--- src/rtl/rxlane_pkg.sv ---
package rxlane_pkg;

  typedef enum logic [3:0] {
    S_IDLE, S_PWRUP, S_WAKE, S_CAL, S_CALSET, S_DROP,
    S_CDR, S_HOLD, S_POLL, S_DONE, S_ERRCAL, S_ERRLINK
  } seqState_e;

  typedef enum logic [2:0] {
    DUR_STEP, DUR_CALWAIT, DUR_CALTO, DUR_HOLD, DUR_POLL
  } dur_e;

  // strobes from the controller to the timing datapath
  typedef struct packed {
    logic load;    // restart the wait counter
    dur_e sel;     // which duration to load
    logic smpClr;  // clear the link-sample counter
    logic smpInc;  // count one failed link sample
  } tmrCmd_t;

  localparam logic [1:0] ERR_NONE = 2'd0;
  localparam logic [1:0] ERR_CAL  = 2'd1;
  localparam logic [1:0] ERR_LINK = 2'd2;

  // nanoseconds to clock cycles, rounded up, at least one
  function automatic int nsToCycles(longint ns, longint mhz);
    longint c;
    c = (ns * mhz + 64'sd999) / 64'sd1000;
    if (c < 1) c = 1;
    return int'(c);
  endfunction

endpackage

--- src/rtl/rxlane_timer.sv ---
module rxlane_timer
  import rxlane_pkg::*;
#(
  parameter int STEP_C    = 7,
  parameter int CALWAIT_C = 63,
  parameter int CALTO_C   = 125000,
  parameter int HOLD_C    = 3750000,
  parameter int POLL_C    = 62500,
  parameter int POLL_MAX  = 2000,
  parameter int LONGEST_C = 3750000,
  parameter int CNT_W     = 22,
  parameter int SMP_W     = 11
) (
  input  logic    clk,
  input  logic    rst,
  input  tmrCmd_t cmd,
  output logic    expired,
  output logic    smpLast
);

  logic [CNT_W-1:0] cnt;
  logic [CNT_W-1:0] durSel;
  logic [SMP_W-1:0] smp;

  always_comb begin
    case (cmd.sel)
      DUR_STEP:    durSel = CNT_W'(STEP_C - 1);
      DUR_CALWAIT: durSel = CNT_W'(CALWAIT_C - 1);
      DUR_CALTO:   durSel = CNT_W'(CALTO_C - 1);
      DUR_HOLD:    durSel = CNT_W'(HOLD_C - 1);
      DUR_POLL:    durSel = CNT_W'(POLL_C - 1);
      default:     durSel = CNT_W'(STEP_C - 1);
    endcase
  end

  // a state entered with a load lasts exactly duration cycles
  always_ff @(posedge clk) begin
    if (rst)                cnt <= '0;
    else if (cmd.load)      cnt <= durSel;
    else if (cnt != '0)     cnt <= cnt - 1'b1;
  end

  always_ff @(posedge clk) begin
    if (rst || cmd.smpClr)  smp <= '0;
    else if (cmd.smpInc)    smp <= smp + 1'b1;
  end

  assign expired = (cnt == '0);
  assign smpLast = (smp == SMP_W'(POLL_MAX - 1));

  // no wait, the long hold included, exceeds its loaded length
  p_cnt_bound_r8: assert property (@(posedge clk) disable iff (rst)
    cnt <= CNT_W'(LONGEST_C - 1));

  // the sample count never passes the last allowed sample
  p_smp_bound_r10: assert property (@(posedge clk) disable iff (rst)
    cmd.smpInc |-> !smpLast);

endmodule

--- src/rtl/rxlane_ctrl.sv ---
module rxlane_ctrl
  import rxlane_pkg::*;
(
  input  logic       clk,
  input  logic       rst,
  input  logic       start,
  input  logic       calDone,
  input  logic       linkUp,
  input  logic       expired,
  input  logic       smpLast,
  output tmrCmd_t    cmd,
  output logic       laneIddq,
  output logic       laneSleep,
  output logic       calEn,
  output logic       dataEn,
  output logic       cdrReset,
  output logic       phyRdy,
  output logic       done,
  output logic [1:0] errCode
);

  seqState_e st, nxt;
  logic      busy;

  always_ff @(posedge clk) begin
    if (rst) st <= S_IDLE;
    else     st <= nxt;
  end

  always_comb begin
    nxt  = st;
    cmd  = '{load: 1'b0, sel: DUR_STEP, smpClr: 1'b0, smpInc: 1'b0};
    busy = !(st inside {S_IDLE, S_DONE, S_ERRCAL, S_ERRLINK});
    if (start) begin
      if (busy) nxt = S_IDLE;
      else begin
        nxt      = S_PWRUP;
        cmd.load = 1'b1;
        cmd.sel  = DUR_STEP;
      end
    end else begin
      case (st)
        S_PWRUP:  if (expired) begin nxt = S_WAKE; cmd.load = 1'b1; cmd.sel = DUR_CALWAIT; end
        S_WAKE:   if (expired) begin nxt = S_CAL;  cmd.load = 1'b1; cmd.sel = DUR_CALTO;   end
        S_CAL: begin
          if (calDone) begin nxt = S_CALSET; cmd.load = 1'b1; cmd.sel = DUR_STEP; end
          else if (expired) nxt = S_ERRCAL;
        end
        S_CALSET: if (expired) begin nxt = S_DROP; cmd.load = 1'b1; cmd.sel = DUR_STEP; end
        S_DROP:   if (expired) begin nxt = S_CDR;  cmd.load = 1'b1; cmd.sel = DUR_STEP; end
        S_CDR:    if (expired) begin nxt = S_HOLD; cmd.load = 1'b1; cmd.sel = DUR_HOLD; end
        S_HOLD: begin
          if (expired) begin
            nxt = S_POLL; cmd.load = 1'b1; cmd.sel = DUR_POLL; cmd.smpClr = 1'b1;
          end
        end
        S_POLL: begin
          if (expired) begin
            if (linkUp)       nxt = S_DONE;
            else if (smpLast) nxt = S_ERRLINK;
            else begin
              cmd.load = 1'b1; cmd.sel = DUR_POLL; cmd.smpInc = 1'b1;
            end
          end
        end
        default: ;
      endcase
    end
  end

  assign laneIddq  = (st inside {S_IDLE, S_ERRCAL, S_ERRLINK});
  assign laneSleep = laneIddq || (st == S_PWRUP);
  assign calEn     = (st == S_CAL);
  assign dataEn    = (st inside {S_DROP, S_CDR, S_HOLD, S_POLL, S_DONE});
  assign cdrReset  = (st inside {S_CDR, S_HOLD});
  assign phyRdy    = (st inside {S_HOLD, S_POLL, S_DONE});
  assign done      = (st == S_DONE);
  assign errCode   = (st == S_ERRCAL)  ? ERR_CAL :
                     (st == S_ERRLINK) ? ERR_LINK : ERR_NONE;

  p_iddq_first_r2: assert property (@(posedge clk) disable iff (rst)
    $fell(laneSleep) |-> $past(!laneIddq));

  p_cal_after_wake_r3: assert property (@(posedge clk) disable iff (rst)
    $rose(calEn) |-> $past(!laneSleep));

  p_cal_timeout_r4: assert property (@(posedge clk) disable iff (rst)
    $rose(errCode == ERR_CAL) |-> ($past(calEn) && laneIddq && laneSleep));

  p_data_after_cal_r5: assert property (@(posedge clk) disable iff (rst)
    $rose(dataEn) |-> ($past(!calEn) && !phyRdy));

  p_rdy_low_at_cdr_r6: assert property (@(posedge clk) disable iff (rst)
    $rose(cdrReset) |-> ($past(!phyRdy) && !phyRdy && dataEn));

  p_rdy_under_cdr_r7: assert property (@(posedge clk) disable iff (rst)
    $rose(phyRdy) |-> (cdrReset && $past(cdrReset)));

  p_cdr_release_r8: assert property (@(posedge clk) disable iff (rst)
    ($fell(cdrReset) && !laneIddq) |-> (phyRdy && $past(phyRdy)));

  p_done_sticky_r9: assert property (@(posedge clk) disable iff (rst)
    (done && !start) |=> done);

  p_link_timeout_r10: assert property (@(posedge clk) disable iff (rst)
    $rose(errCode == ERR_LINK) |-> ($past(phyRdy && !cdrReset) && laneIddq));

  p_abort_r11: assert property (@(posedge clk) disable iff (rst)
    (start && dataEn && !done) |=> (laneIddq && laneSleep && !dataEn && !cdrReset && !phyRdy));

  p_err_code_r12: assert property (@(posedge clk) disable iff (rst)
    (errCode != 2'b11) && !(done && errCode != ERR_NONE));

endmodule

--- src/rtl/rxlane_bringup.sv ---
module rxlane_bringup
  import rxlane_pkg::*;
#(
  parameter int CLK_MHZ    = 125,
  parameter int STEP_NS    = 50,
  parameter int CALWAIT_NS = 500,
  parameter int CALTO_NS   = 1_000_000,
  parameter int HOLD_NS    = 30_000_000,
  parameter int POLL_NS    = 500_000,
  parameter int POLL_MAX   = 2000
) (
  input  logic       clk,
  input  logic       rst,
  input  logic       start,
  input  logic       calDone,
  input  logic       linkUp,
  output logic       laneIddq,
  output logic       laneSleep,
  output logic       calEn,
  output logic       dataEn,
  output logic       cdrReset,
  output logic       phyRdy,
  output logic       done,
  output logic [1:0] errCode
);

  localparam int STEP_C    = nsToCycles(STEP_NS, CLK_MHZ);
  localparam int CALWAIT_C = nsToCycles(CALWAIT_NS, CLK_MHZ);
  localparam int CALTO_C   = nsToCycles(CALTO_NS, CLK_MHZ);
  localparam int HOLD_C    = nsToCycles(HOLD_NS, CLK_MHZ);
  localparam int POLL_C    = nsToCycles(POLL_NS, CLK_MHZ);
  localparam int MAX_A     = (STEP_C > CALWAIT_C) ? STEP_C : CALWAIT_C;
  localparam int MAX_B     = (MAX_A > CALTO_C) ? MAX_A : CALTO_C;
  localparam int MAX_D     = (MAX_B > HOLD_C) ? MAX_B : HOLD_C;
  localparam int LONGEST_C = (MAX_D > POLL_C) ? MAX_D : POLL_C;
  localparam int CNT_W     = $clog2(LONGEST_C + 1);
  localparam int SMP_W     = $clog2(POLL_MAX + 1);

  tmrCmd_t cmd;
  logic    expired;
  logic    smpLast;

  rxlane_ctrl ctrl_i (
    .clk(clk), .rst(rst), .start(start), .calDone(calDone), .linkUp(linkUp),
    .expired(expired), .smpLast(smpLast), .cmd(cmd),
    .laneIddq(laneIddq), .laneSleep(laneSleep), .calEn(calEn), .dataEn(dataEn),
    .cdrReset(cdrReset), .phyRdy(phyRdy), .done(done), .errCode(errCode)
  );

  rxlane_timer #(
    .STEP_C(STEP_C), .CALWAIT_C(CALWAIT_C), .CALTO_C(CALTO_C), .HOLD_C(HOLD_C),
    .POLL_C(POLL_C), .POLL_MAX(POLL_MAX), .LONGEST_C(LONGEST_C),
    .CNT_W(CNT_W), .SMP_W(SMP_W)
  ) timer_i (
    .clk(clk), .rst(rst), .cmd(cmd), .expired(expired), .smpLast(smpLast)
  );

endmodule

--- config.mk ---
export PLATFORM = sky130hd
export DESIGN_NAME = rxlane_bringup
export DESIGN_NICKNAME = d
export VERILOG_FILES = /design/src/rtl/rxlane_pkg.sv /design/src/rtl/rxlane_timer.sv /design/src/rtl/rxlane_ctrl.sv /design/src/rtl/rxlane_bringup.sv
export SDC_FILE = /design/constraint.sdc
export NUM_CORES = 1
export LEC_CHECK = 0
export BUFFER_PORTS_ARGS = -buffer_cell sky130_fd_sc_hd__buf_2
export CAP_MARGIN = 40
export CORE_MARGIN = 2
export CORE_UTILIZATION = 55
export DETAILED_ROUTE_END_ITERATION = 6
export GPL_TIMING_DRIVEN = 0
export PLACE_DENSITY_LB_ADDON = 0.05
export SLEW_MARGIN = 20
export SYNTH_ARGS = -nofsm -noshare
export SYNTH_HDL_FRONTEND = slang
export SYNTH_SLANG_ARGS = --single-unit
--- constraint.sdc ---
create_clock -name clk -period 3.43 [get_ports clk]
set_input_delay 0.5145 -clock clk [delete_from_list [all_inputs] [get_ports clk]]
set_output_delay 0.5145 -clock clk [all_outputs]
set_load 0.02 [all_outputs]
==> impl_results.md, run 1 <==
* Clock root buffer: clkbuf_8
* Share of the clock period used by the worst path after layout at 75.2%
* Shortest clock period the worst path allows after layout at 2580 ps
* Critical path cell sequence: ha_1, nand3_1, or4_4, and2_4, buf_6, a211o_1, or3_1, a211oi_2
* Number of design rule violations left after detail routing at 0
* Worst supply voltage drop on vdd at 637 uV
* Die Span Y at 68.3 microns
* Final RePlAce weighted congestion at 0.837
* Horizontal extent of the die at 68.3 microns
* Setup fix buffers added after clock tree synthesis at 0
* Routed vias at 2088
* Worst setup EP type: flop
* Count of buffering cells on the critical path with inverters included at 1
* Clock transition at the registers of the reported paths at 80 ps
* Cells after Synth at 284
* Post-Route Skew at 5.61 ps
* Number of enable flip-flop cells after synthesis at 0
* Initial DRC count at 173
* Diodes inserted at 0
* Remaining global-route overflow at 0
* First-pass GRT wire length at 8490 microns
* Power, Total at 2.23 mW
* Initial antenna violation count at 0
* Class of the tightest hold or removal check: flop to flop
* Core footprint at 4000 sq um
* GRT Resource Usage Total at 24.7%
* DIE AREA at 4660 sq um
* Footprint of the multi-input gates at 1410 sq um
* Area Growth Syn to Fin at 9.42%
* Cell with the largest stage delay on the worst path: or4_4
* Cell family with most CP delay: simple AND/OR/NAND/NOR gates
* Average cell area after synthesis at 8.00 sq um
* Transition time of the tightest slew-check pin at 799 ps
* Max frequency at 388 MHz
* Fill cell total of the finished layout at 355
* Uppermost layer routed: met4
* WL met1 at 2560 microns
* Count of nets after finishing at 312
* Fin. Hold Viols at 0
* Sequential share of the synthesized area at 32.6%
* Max FO, Critical Path at 6
* Number of max-slew violations in the final report at 0
* Post-place instance area at 2400 sq um
* Nets in the synthesized netlist at 292
* Count of different cell masters after synthesis at 54
* Sum of negative setup slack at 0 ps
* Unrepaired setup endpoints after global routing: no
* Most frequent cells in the layout: dfxtp_1, nor2_1, nand2_1, a21oi_1
* IO buf count at 13
* Number of buffers added to fix hold violations after cts at 0
* Primary FF master, synth: dfxtp_1
* Post-DRT Antenna Nets at 0
* Startpoint type of the worst setup path: flop
* Total number of clock tree sinks at 37
* Initial core utilization at 56.8%
* Pwr/cell area at 896 nW/um^2
* Placed Cells at 347
* CTS max path bufs at 2
* Reported leakage power at 0.932 nW
* Flop and latch count out of synthesis at 37
* Reg2Reg Setup Slack at 850 ps
* Maximum capacitance violations at 0
* Depth of the CTS H-tree at 2
* Number of buffers added by the clock tree synthesis step at 5
* Share of flip-flops with an asynchronous set or reset at 0%
* Row count at 23
* Largest net degree at the start of global routing at 13
* Highest cell delay on the worst timing path at 480 ps
* Source-to-sink clock delay at the later pin of the worst-skew pair at 290 ps
* Via density per instance at 5.88
* Detailed-routing iteration count for the pre-antenna-repair pass at 5
* Final instance area at 2490 sq um
* CP required at 3650 ps
* Vias in the first global route at 1796
* Leading cell type in the layout, fill and taps excluded: dfxtp_1
* Placed wire-length estimate after detailed placement at 3840 microns
* Critical path arrival at 2800 ps
* Met2 wirelength from detailed routing at 2410 microns
* Run status: complete, no violations
* TritonCTS clock tree: done
* Final count of negative-setup-slack endpoints at 0
* Summed instance area of the synthesized netlist at 2270 sq um
* Post-detailed-routing wire length at 5310 microns
* Wire length on met3 at 278 microns
* Sequential cell area at 741 sq um
* Finished Layout Cells at 355
* Type of the worst setup path: flop to flop
* Wire length per cell after detailed routing at 15.0 microns
* # resized after CTS at 0
* # IOs at 14
* Share of final-layout standard cells stronger than drive strength 1 at 14.1%
* Tightest slew margin relative to the limit at 46.2%
* Ys Warns at 0
==> stage by stage <==
stage / setup slack (ps) / hold slack (ps) / util [%]
6_report: 852 / 506 / 62.2
3_5_place_dp: 875 / 499 / 60.0
5_1_grt: 643 / 534 / 62.2
3_3_place_gp: 856 / 481 / 60.0
4_1_cts: 840 / 511 / 62.2
2_1_floorplan: 1070 / 463 / -
==> logic make-up after synthesis <==
group	Yosys count	synth area share, %
XOR/XNOR	31	11.9
adder cells (fa/ha/maj)	3	1.65
buffers and inverters	20	5.51
AND/OR/NAND/NOR	135	31.9
flip-flops	37	32.6
AO/OA/AOI/OAI	58	16.4
==> area by class of cell <==
class,count,share of cell area (%)
Sequential cell,37,29.8
Clock buffer,5,2.77
Buffer,12,3.82
Tap cell,50,2.52
Timing Repair Buffer,13,2.62
Inverter,8,1.21
Multi-Input combinational cell,227,56.6
Clock inverter,3,0.705
==> synth_stat cells (all sizes together), types with 6 or more instances <==
library cell	count	area [sq um]
a21oi	23	115
clkbuf	8	60.1
dfxtp	37	741
inv	8	30.0
nand2	26	100
nand3	8	40.0
nand4	6	43.8
nor2	31	116
nor3	20	105
nor4	13	87.6
o21a	7	52.6
o21ai	8	40.0
xnor2	19	166
xor2	12	105
==> worst reg2reg max path, cell delays in order (launching register included) <==
cell      delay [ps]
dfxtp_1          390
ha_1             190
nand3_1          180
or4_4            490
and2_4           180
buf_6            120
a211o_1          350
or3_1            400
a211oi_2         210
==> metal layers <==
layer,vias to the layer above,GRT usage [%]
met1,968,32.5
met5,-,0
met2,54,40.2
met4,0,7.00
met3,7,5.76
li1,1059,-
==> sequential cells by signal, summed over array words and instances, names as in the netlist <==
name / count
timer_i.smp: 11
timer_i.cnt: 22
ctrl_i.st: 4
==> report_power, final <==
group	leakage (nW)	switching, mW	internal, mW
Clock	0.0439	0.160	0.140
Sequential	0.301	0.122	0.544
Combinational	0.587	0.736	0.525
==> path summary, 6_finish.rpt <==
kind | endpoint | start | cells after the start
worst max register to register | ctrl_i.st[1] | timer_i.smp[0] | 8
worst min register to register | timer_i.smp[1] | timer_i.smp[1] | 2
worst min-delay path | timer_i.smp[1] | timer_i.smp[1] | 2
worst max-delay path | ctrl_i.st[1] | timer_i.smp[0] | 8
(Power assumes the default switching activity.)
==> inputs of run 2 (changes only) <==
Settings changed: CORE_UTILIZATION 55 to 54.
Clock period 3.43 ns to 2.3 ns, I/O delays scaled along.
==> impl_results.md, run 2 (synthesis gave the netlist of run 1 again) <==
* Run status: complete, no violations (unchanged)
* Power, Total at 3.66 mW (was 2.23 mW)
* Flip-flop count of the largest register after layout at 22 (unchanged)
* Critical path cell sequence: or4_4, and4b_2, nand2_4, a211o_4, or3_4, a211oi_2 (was ha_1, nand3_1, or4_4, and2_4, buf_6, a211o_1, or3_1, a211oi_2)
* Horizontal extent of the die at 68.9 microns (was 68.3 microns)
* Post-DRT Antenna Nets at 0 (unchanged)
* Sequential power share at 28.2% (was 29.9%)
* Transition time of the tightest slew-check pin at 579 ps (was 799 ps)
* DIE AREA at 4740 sq um (was 4660 sq um)
* Row count at 23 (unchanged)
* Max frequency at 435 MHz (was 388 MHz)
* Last element of the critical path: ctrl_i.st[1] (unchanged)
* Register containing the most flip-flops in the final layout: timer_i.cnt (unchanged)
* Setup crit start: timer_i.cnt[18] (was timer_i.smp[0])
* Tightest slew margin relative to the limit at 61.1% (was 46.2%)
* Via density per instance at 5.83 (was 5.88)
* Type of the worst setup path: flop to flop (unchanged)
* Core footprint at 4030 sq um (was 4000 sq um)
* Comb pwr share at 59.6% (was 56.6%)
* Clock transition at the registers of the reported paths at 70 ps (was 80 ps)
* Final count of negative-setup-slack endpoints at 0 (unchanged)
* Die Span Y at 68.9 microns (was 68.3 microns)
* Net switching component of the power at 1.68 mW (was 1.02 mW)
* Fin. Hold Viols at 0 (unchanged)
* Max FO, Critical Path at 5 (was 6)
* Share of the clock period used by the worst path after layout at 99.9% (was 75.2%)
* Footprint of the multi-input gates at 1560 sq um (was 1410 sq um)
* Setup ws final at 1.78 ps (was 852 ps)
* Wire length per cell after detailed routing at 15.4 microns (was 15.0 microns)
* # IOs at 14 (unchanged)
* Post-detailed-routing wire length at 5650 microns (was 5310 microns)
* Fill cell total of the finished layout at 343 (was 355)
* Initial antenna violation count at 0 (unchanged)
* Sum of negative setup slack at 0 ps (unchanged)
* Post-place instance area at 2410 sq um (was 2400 sq um)
* Initial DRC count at 82 (was 173)
* Startpoint type of the worst setup path: flop (unchanged)
* Highest cell delay on the worst timing path at 540 ps (was 480 ps)
* Most frequent cells in the layout: dfxtp_1, nor2_1, nand2_1, a21oi_1, xnor2_1 (was dfxtp_1, nor2_1, nand2_1, a21oi_1)
* GRT Resource Usage Total at 25.7% (was 24.7%)
* Share of final-layout standard cells stronger than drive strength 1 at 25.6% (was 14.1%)
* Number of cell instances on the worst register-to-register path at 6 (was 8)
* First-pass GRT wire length at 8950 microns (was 8490 microns)
* Place WS at -262 ps (was 875 ps)
* Routed vias at 2134 (was 2088)
* Diodes inserted at 0 (unchanged)
* Terminus of the critical flop-to-flop path: ctrl_i.st[1] (unchanged)
* Final RePlAce weighted congestion at 0.857 (was 0.837)
* CTS max path bufs at 2 (unchanged)
* Count of nets after finishing at 323 (was 312)
* Placed wire-length estimate after detailed placement at 3910 microns (was 3840 microns)
* CP required at 2520 ps (was 3650 ps)
* Critical path arrival at 2520 ps (was 2800 ps)
* TritonCTS clock tree: done (unchanged)
* Initial core utilization at 56.4% (was 56.8%)
* Reg2Reg Setup Slack at 2 ps (was 850 ps)
* Final instance area at 2740 sq um (was 2490 sq um)
* Worst supply voltage drop on vdd at 989 uV (was 637 uV)
* Number of max-slew violations in the final report at 0 (unchanged)
* Pint at 1.99 mW (was 1.21 mW)
* Area Growth Syn to Fin at 20.4% (was 9.42%)
* Cell with the largest stage delay on the worst path: or4_4 (unchanged)
* Detailed-routing iteration count for the pre-antenna-repair pass at 4 (was 5)
* Largest net degree at the start of global routing at 13 (unchanged)
* Vias in the first global route at 1947 (was 1796)
* Switching share of total power at 45.8% (was 45.7%)
* Stages on the worst setup path at 6 (was 8)
* Source-to-sink clock delay at the later pin of the worst-skew pair at 290 ps (about the same)
* Leading cell type in the layout, fill and taps excluded: dfxtp_1 (unchanged)
* Post-Route Skew at 2.34 ps (was 5.61 ps)
* Worst setup EP type: flop (unchanged)
* Remaining global-route overflow at 0 (unchanged)
* Clock root buffer: clkbuf_8 (unchanged)
* Reported leakage power at 1.03 nW (was 0.932 nW)
* Number of buffers added by the clock tree synthesis step at 5 (unchanged)
* Sequential cell area at 749 sq um (was 741 sq um)
* Maximum capacitance violations at 0 (unchanged)
* Pwr/cell area at 1340 nW/um^2 (was 896 nW/um^2)
* Regs by FF count: timer_i.cnt (22), timer_i.smp (11), ctrl_i.st (4) (unchanged)
* Reg-to-Reg Start: timer_i.cnt[18] (was timer_i.smp[0])
* Class of the tightest hold or removal check: input port to flop (was flop to flop)
* Total number of clock tree sinks at 37 (unchanged)
* Shortest clock period the worst path allows after layout at 2300 ps (was 2580 ps)
* Cell family with most CP delay: simple AND/OR/NAND/NOR gates (unchanged)
* Number of design rule violations left after detail routing at 0 (unchanged)
* IO buf count at 13 (unchanged)
* Depth of the CTS H-tree at 2 (unchanged)
* Relative contribution of the clock network to total power at 12.2% (was 13.5%)
* Count of buffering cells on the critical path with inverters included at 0 (was 1)
run 2: cell count changes in the layout (fill, tap and decap cells not counted), sizes merged:
cell | before | now
buf | 17 | 28
run 2: worst reg2reg max path, cell delays in order (launching register included):
cell,delay [ps]
dfxtp_2,330
or4_4,540
and4b_2,380
nand2_4,80
a211o_4,350
or3_4,370
a211oi_2,170
run 2: metrics by stage:
stage               utilization [%]  cells  hold slack [ps]
CTS                            65.0    360              347
detailed placement             59.8    347              497
global placement               59.8    347              493
global route                   67.9    366              369
finish                         67.9    366              359
floorplan                         -    284              466
run 2: what timing repair did:
item,CTS,global route
pin swaps,6,6
gates resized for setup,19,20
buffers inserted,6,6
setup endpoints to repair,26,31
hold buffers,0,0
run 2: worst min-delay path by stage:
stage                               from        endpoint  slack [ps]  cells past startpoint
after detailed placement  timer_i.smp[1]  timer_i.smp[1]         500                      2
after floorplan           timer_i.smp[1]  timer_i.smp[1]         470                      2
after global placement    timer_i.smp[1]  timer_i.smp[1]         490                      2
after CTS                            rst  timer_i.smp[1]         350                      3
final                                rst  timer_i.smp[1]         360                      3
after global routing                 rst  timer_i.smp[1]         370                      3
run 2: layer usage:
| layer | part of all wire, % | wire length [microns] | global-route usage, % | vias up |
|---|---|---|---|---|
| li1 | - | - | - | 1083 |
| met4 | 1.6 | 89 | 9.07 | 0 |
| met3 | 4.2 | 240 | 5.68 | 8 |
| met1 | 47 | 2650 | 33.3 | 1000 |
| met5 | 0 | 0 | 0 | - |
| met2 | 47 | 2670 | 42.1 | 43 |
run 2: final cells by class:
| class | instances | share of cell area, % |
|---|---|---|
| Sequential cell | 37 | 27.4 |
| Timing Repair Buffer | 25 | 5.67 |
| Buffer | 11 | 3.29 |
| Inverter | 8 | 1.10 |
| Clock inverter | 3 | 0.640 |
| Multi-Input combinational cell | 227 | 57.1 |
| Clock buffer | 5 | 2.52 |
| Tap cell | 50 | 2.29 |
run 2: power by group through the flow:
stage | combinational (mW) | sequential, mW | clock (mW)
global placement | 1.87 | 0.999 | 0
CTS | 2.03 | 1.02 | 0.461
finish | 2.18 | 1.03 | 0.447
detailed placement | 1.88 | 1.01 | 0
global route | 2.39 | 1.06 | 0.484
floorplan | 1.52 | 0.967 | 0
==> inputs of run 3 (changes only) <==
Settings changed: CORE_UTILIZATION 54 to 55.
Clock period 2.3 ns to 2.7 ns, I/O delays scaled along.
==> impl_results.md, run 3 (synthesis gave the netlist of run 1 again) <==
* Run status: complete, no violations (unchanged)
* Number of cells on the worst hold path at 3 (unchanged)
* Total number of clock tree sinks at 37 (unchanged)
* Vias in the first global route at 1796 (was 1947)
* Number of cell instances on the worst register-to-register path at 7 (was 6)
* Unrepaired setup endpoints after global routing: no
* Shortest clock period the worst path allows after layout at 2540 ps (was 2300 ps)
* Max FO, Critical Path at 8 (was 5)
* TritonCTS clock tree: done (unchanged)
* Tightest slew margin relative to the limit at 43.7% (was 61.1%)
* Clock transition at the registers of the reported paths at 80 ps (was 70 ps)
* Leading cell type in the layout, fill and taps excluded: dfxtp_1 (unchanged)
* Number of design rule violations left after detail routing at 0 (unchanged)
* Worst setup EP type: flop (unchanged)
* Area Growth Syn to Fin at 9.91% (was 20.4%)
* Fin. Hold Viols at 0 (unchanged)
* Share of the clock period used by the worst path after layout at 94.2% (was 99.9%)
* Detailed-routing iteration count for the pre-antenna-repair pass at 4 (unchanged)
* Pint at 1.54 mW (was 1.99 mW)
* Count of nets after finishing at 312 (was 323)
* Final count of negative-setup-slack endpoints at 0 (unchanged)
* Remaining global-route overflow at 0 (unchanged)
* Comb pwr share at 56.8% (was 59.6%)
* GRT Resource Usage Total at 24.7% (was 25.7%)
* Initial DRC count at 204 (was 82)
* Pwr/cell area at 1140 nW/um^2 (was 1340 nW/um^2)
* Finished Layout Cells at 355 (was 366)
* First-pass GRT wire length at 8490 microns (was 8950 microns)
* Post-Route Skew at 8.93 ps (was 2.34 ps)
* Depth of the CTS H-tree at 2 (unchanged)
* Diodes inserted at 0 (unchanged)
* Relative contribution of the clock network to total power at 13.5% (was 12.2%)
* Core footprint at 4000 sq um (was 4030 sq um)
* Max frequency at 393 MHz (was 435 MHz)
* Final RePlAce weighted congestion at 0.837 (was 0.857)
* Placed wire-length estimate after detailed placement at 3840 microns (was 3910 microns)
* Share of final-layout standard cells stronger than drive strength 1 at 14.4% (was 25.6%)
* Switching share of total power at 46.0% (was 45.8%)
* Critical path arrival at 2780 ps (was 2520 ps)
* Placed Cells at 347 (unchanged)
* Post-place instance area at 2400 sq um (was 2410 sq um)
* IO buf count at 13 (unchanged)
* Highest cell delay on the worst timing path at 530 ps (was 540 ps)
* Critical path cell sequence: or3b_4, nor3_1, and2_4, buf_6, o41ai_1, a21oi_1, o21a_1 (was or4_4, and4b_2, nand2_4, a211o_4, or3_4, a211oi_2)
* Startpoint type of the worst setup path: flop (unchanged)
* Clock root buffer: clkbuf_8 (unchanged)
* Post-detailed-routing wire length at 5320 microns (was 5650 microns)
* Final instance area at 2500 sq um (was 2740 sq um)
* Number of max-slew violations in the final report at 0 (unchanged)
* Class of the tightest hold or removal check: input port to flop (unchanged)
* # IOs at 14 (unchanged)
* Worst supply voltage drop on vdd at 840 uV (was 989 uV)
* Register containing the most flip-flops in the final layout: timer_i.cnt (unchanged)
* Row count at 23 (unchanged)
* Largest net degree at the start of global routing at 13 (unchanged)
* Cell with the largest stage delay on the worst path: a21oi_1 (was or4_4)
* Post-DRT Antenna Nets at 0 (unchanged)
* Initial core utilization at 56.8% (was 56.4%)
* Sum of negative setup slack at 0 ps (unchanged)
* Sequential power share at 29.7% (was 28.2%)
* Flip-flop count of the largest register after layout at 22 (unchanged)
* CTS max path bufs at 2 (unchanged)
* Maximum capacitance violations at 0 (unchanged)
* CP required at 2930 ps (was 2520 ps)
* Number of buffers added by the clock tree synthesis step at 5 (unchanged)
* Number of buffers added to fix hold violations after cts at 0 (unchanged)
* Most frequent cells in the layout: dfxtp_1, nor2_1, nand2_1, a21oi_1 (was dfxtp_1, nor2_1, nand2_1, a21oi_1, xnor2_1)
* Transition time of the tightest slew-check pin at 837 ps (was 579 ps)
* Regs by FF count: timer_i.cnt (22), timer_i.smp (11), ctrl_i.st (4) (unchanged)
* Via density per instance at 5.91 (was 5.83)
* Die Span Y at 68.3 microns (was 68.9 microns)
* Initial antenna violation count at 0 (unchanged)
* Source-to-sink clock delay at the later pin of the worst-skew pair at 290 ps (about the same)
* Net switching component of the power at 1.31 mW (was 1.68 mW)
* Reported leakage power at 0.935 nW (was 1.03 nW)
* Routed vias at 2098 (was 2134)
* Wire length per cell after detailed routing at 15.0 microns (was 15.4 microns)
* Horizontal extent of the die at 68.3 microns (was 68.9 microns)
* Type of the worst setup path: flop to flop (unchanged)
* DIE AREA at 4660 sq um (was 4740 sq um)
-- run 3: cell type report --
| type | count | area [sq um] |
|---|---|---|
| repair buffers | 13 | 65.1 |
| inverters | 8 | 30.0 |
| clock inverters | 3 | 17.5 |
| flip-flops and latches | 37 | 741 |
| plain buffers | 12 | 95.1 |
| fillers | 354 | 1500 |
| well taps | 50 | 62.6 |
| clock buffers | 5 | 68.8 |
| multi-input cells | 227 | 1420 |
-- run 3: worst paths after layout --
| check | from | end | slack, ps |
|---|---|---|---|
| min | rst | timer_i.smp[1] | 430 |
| max | ctrl_i.st[3] | timer_i.cnt[16] | 160 |
| max reg2reg | ctrl_i.st[3] | timer_i.cnt[16] | 160 |
| min reg2reg | timer_i.smp[1] | timer_i.smp[1] | 510 |
-- run 3: metrics by stage --
step | setup WS, ps | util, % | hold WS, ps | power [mW]
finish | 157 | 62.4 | 428 | 2.85
global route | 0.864 | 62.4 | 434 | 3.08
CTS | 110 | 62.2 | 411 | 2.83
detailed placement | 145 | 60.0 | 499 | 2.43
global placement | 126 | 60.0 | 481 | 2.43
floorplan | 337 | - | 463 | 2.12
-- run 3: timing repair --
action,in CTS,in global routing
resized for setup,0,2
setup buffers,0,0
setup endpoints to repair,0,11
-- run 3: power by group through the flow --
stage / Combinational (mW) / Clock, mW / Sequential, mW
global route: 1.80 / 0.417 / 0.871
CTS: 1.59 / 0.395 / 0.845
floorplan: 1.30 / 0 / 0.824
detailed placement: 1.58 / 0 / 0.856
global placement: 1.58 / 0 / 0.852
finish: 1.62 / 0.384 / 0.847
-- run 3: routing by layer --
| metal | vias up | GRT usage (%) | wire [microns] |
|---|---|---|---|
| li1 | 1059 | - | - |
| met1 | 974 | 32.5 | 2570 |
| met5 | - | 0 | 0 |
| met2 | 57 | 40.2 | 2460 |
| met4 | 0 | 7.00 | 68 |
| met3 | 8 | 5.76 | 217 |
-- run 3: worst max-delay path, delay by kind of cell, from the launching register on --
kind,cells,cell delay (ps)
and+or+nand+nor,3,1080
AOI/OAI and AO/OA,3,810
DFF,1,480
buffers and inverters,1,110
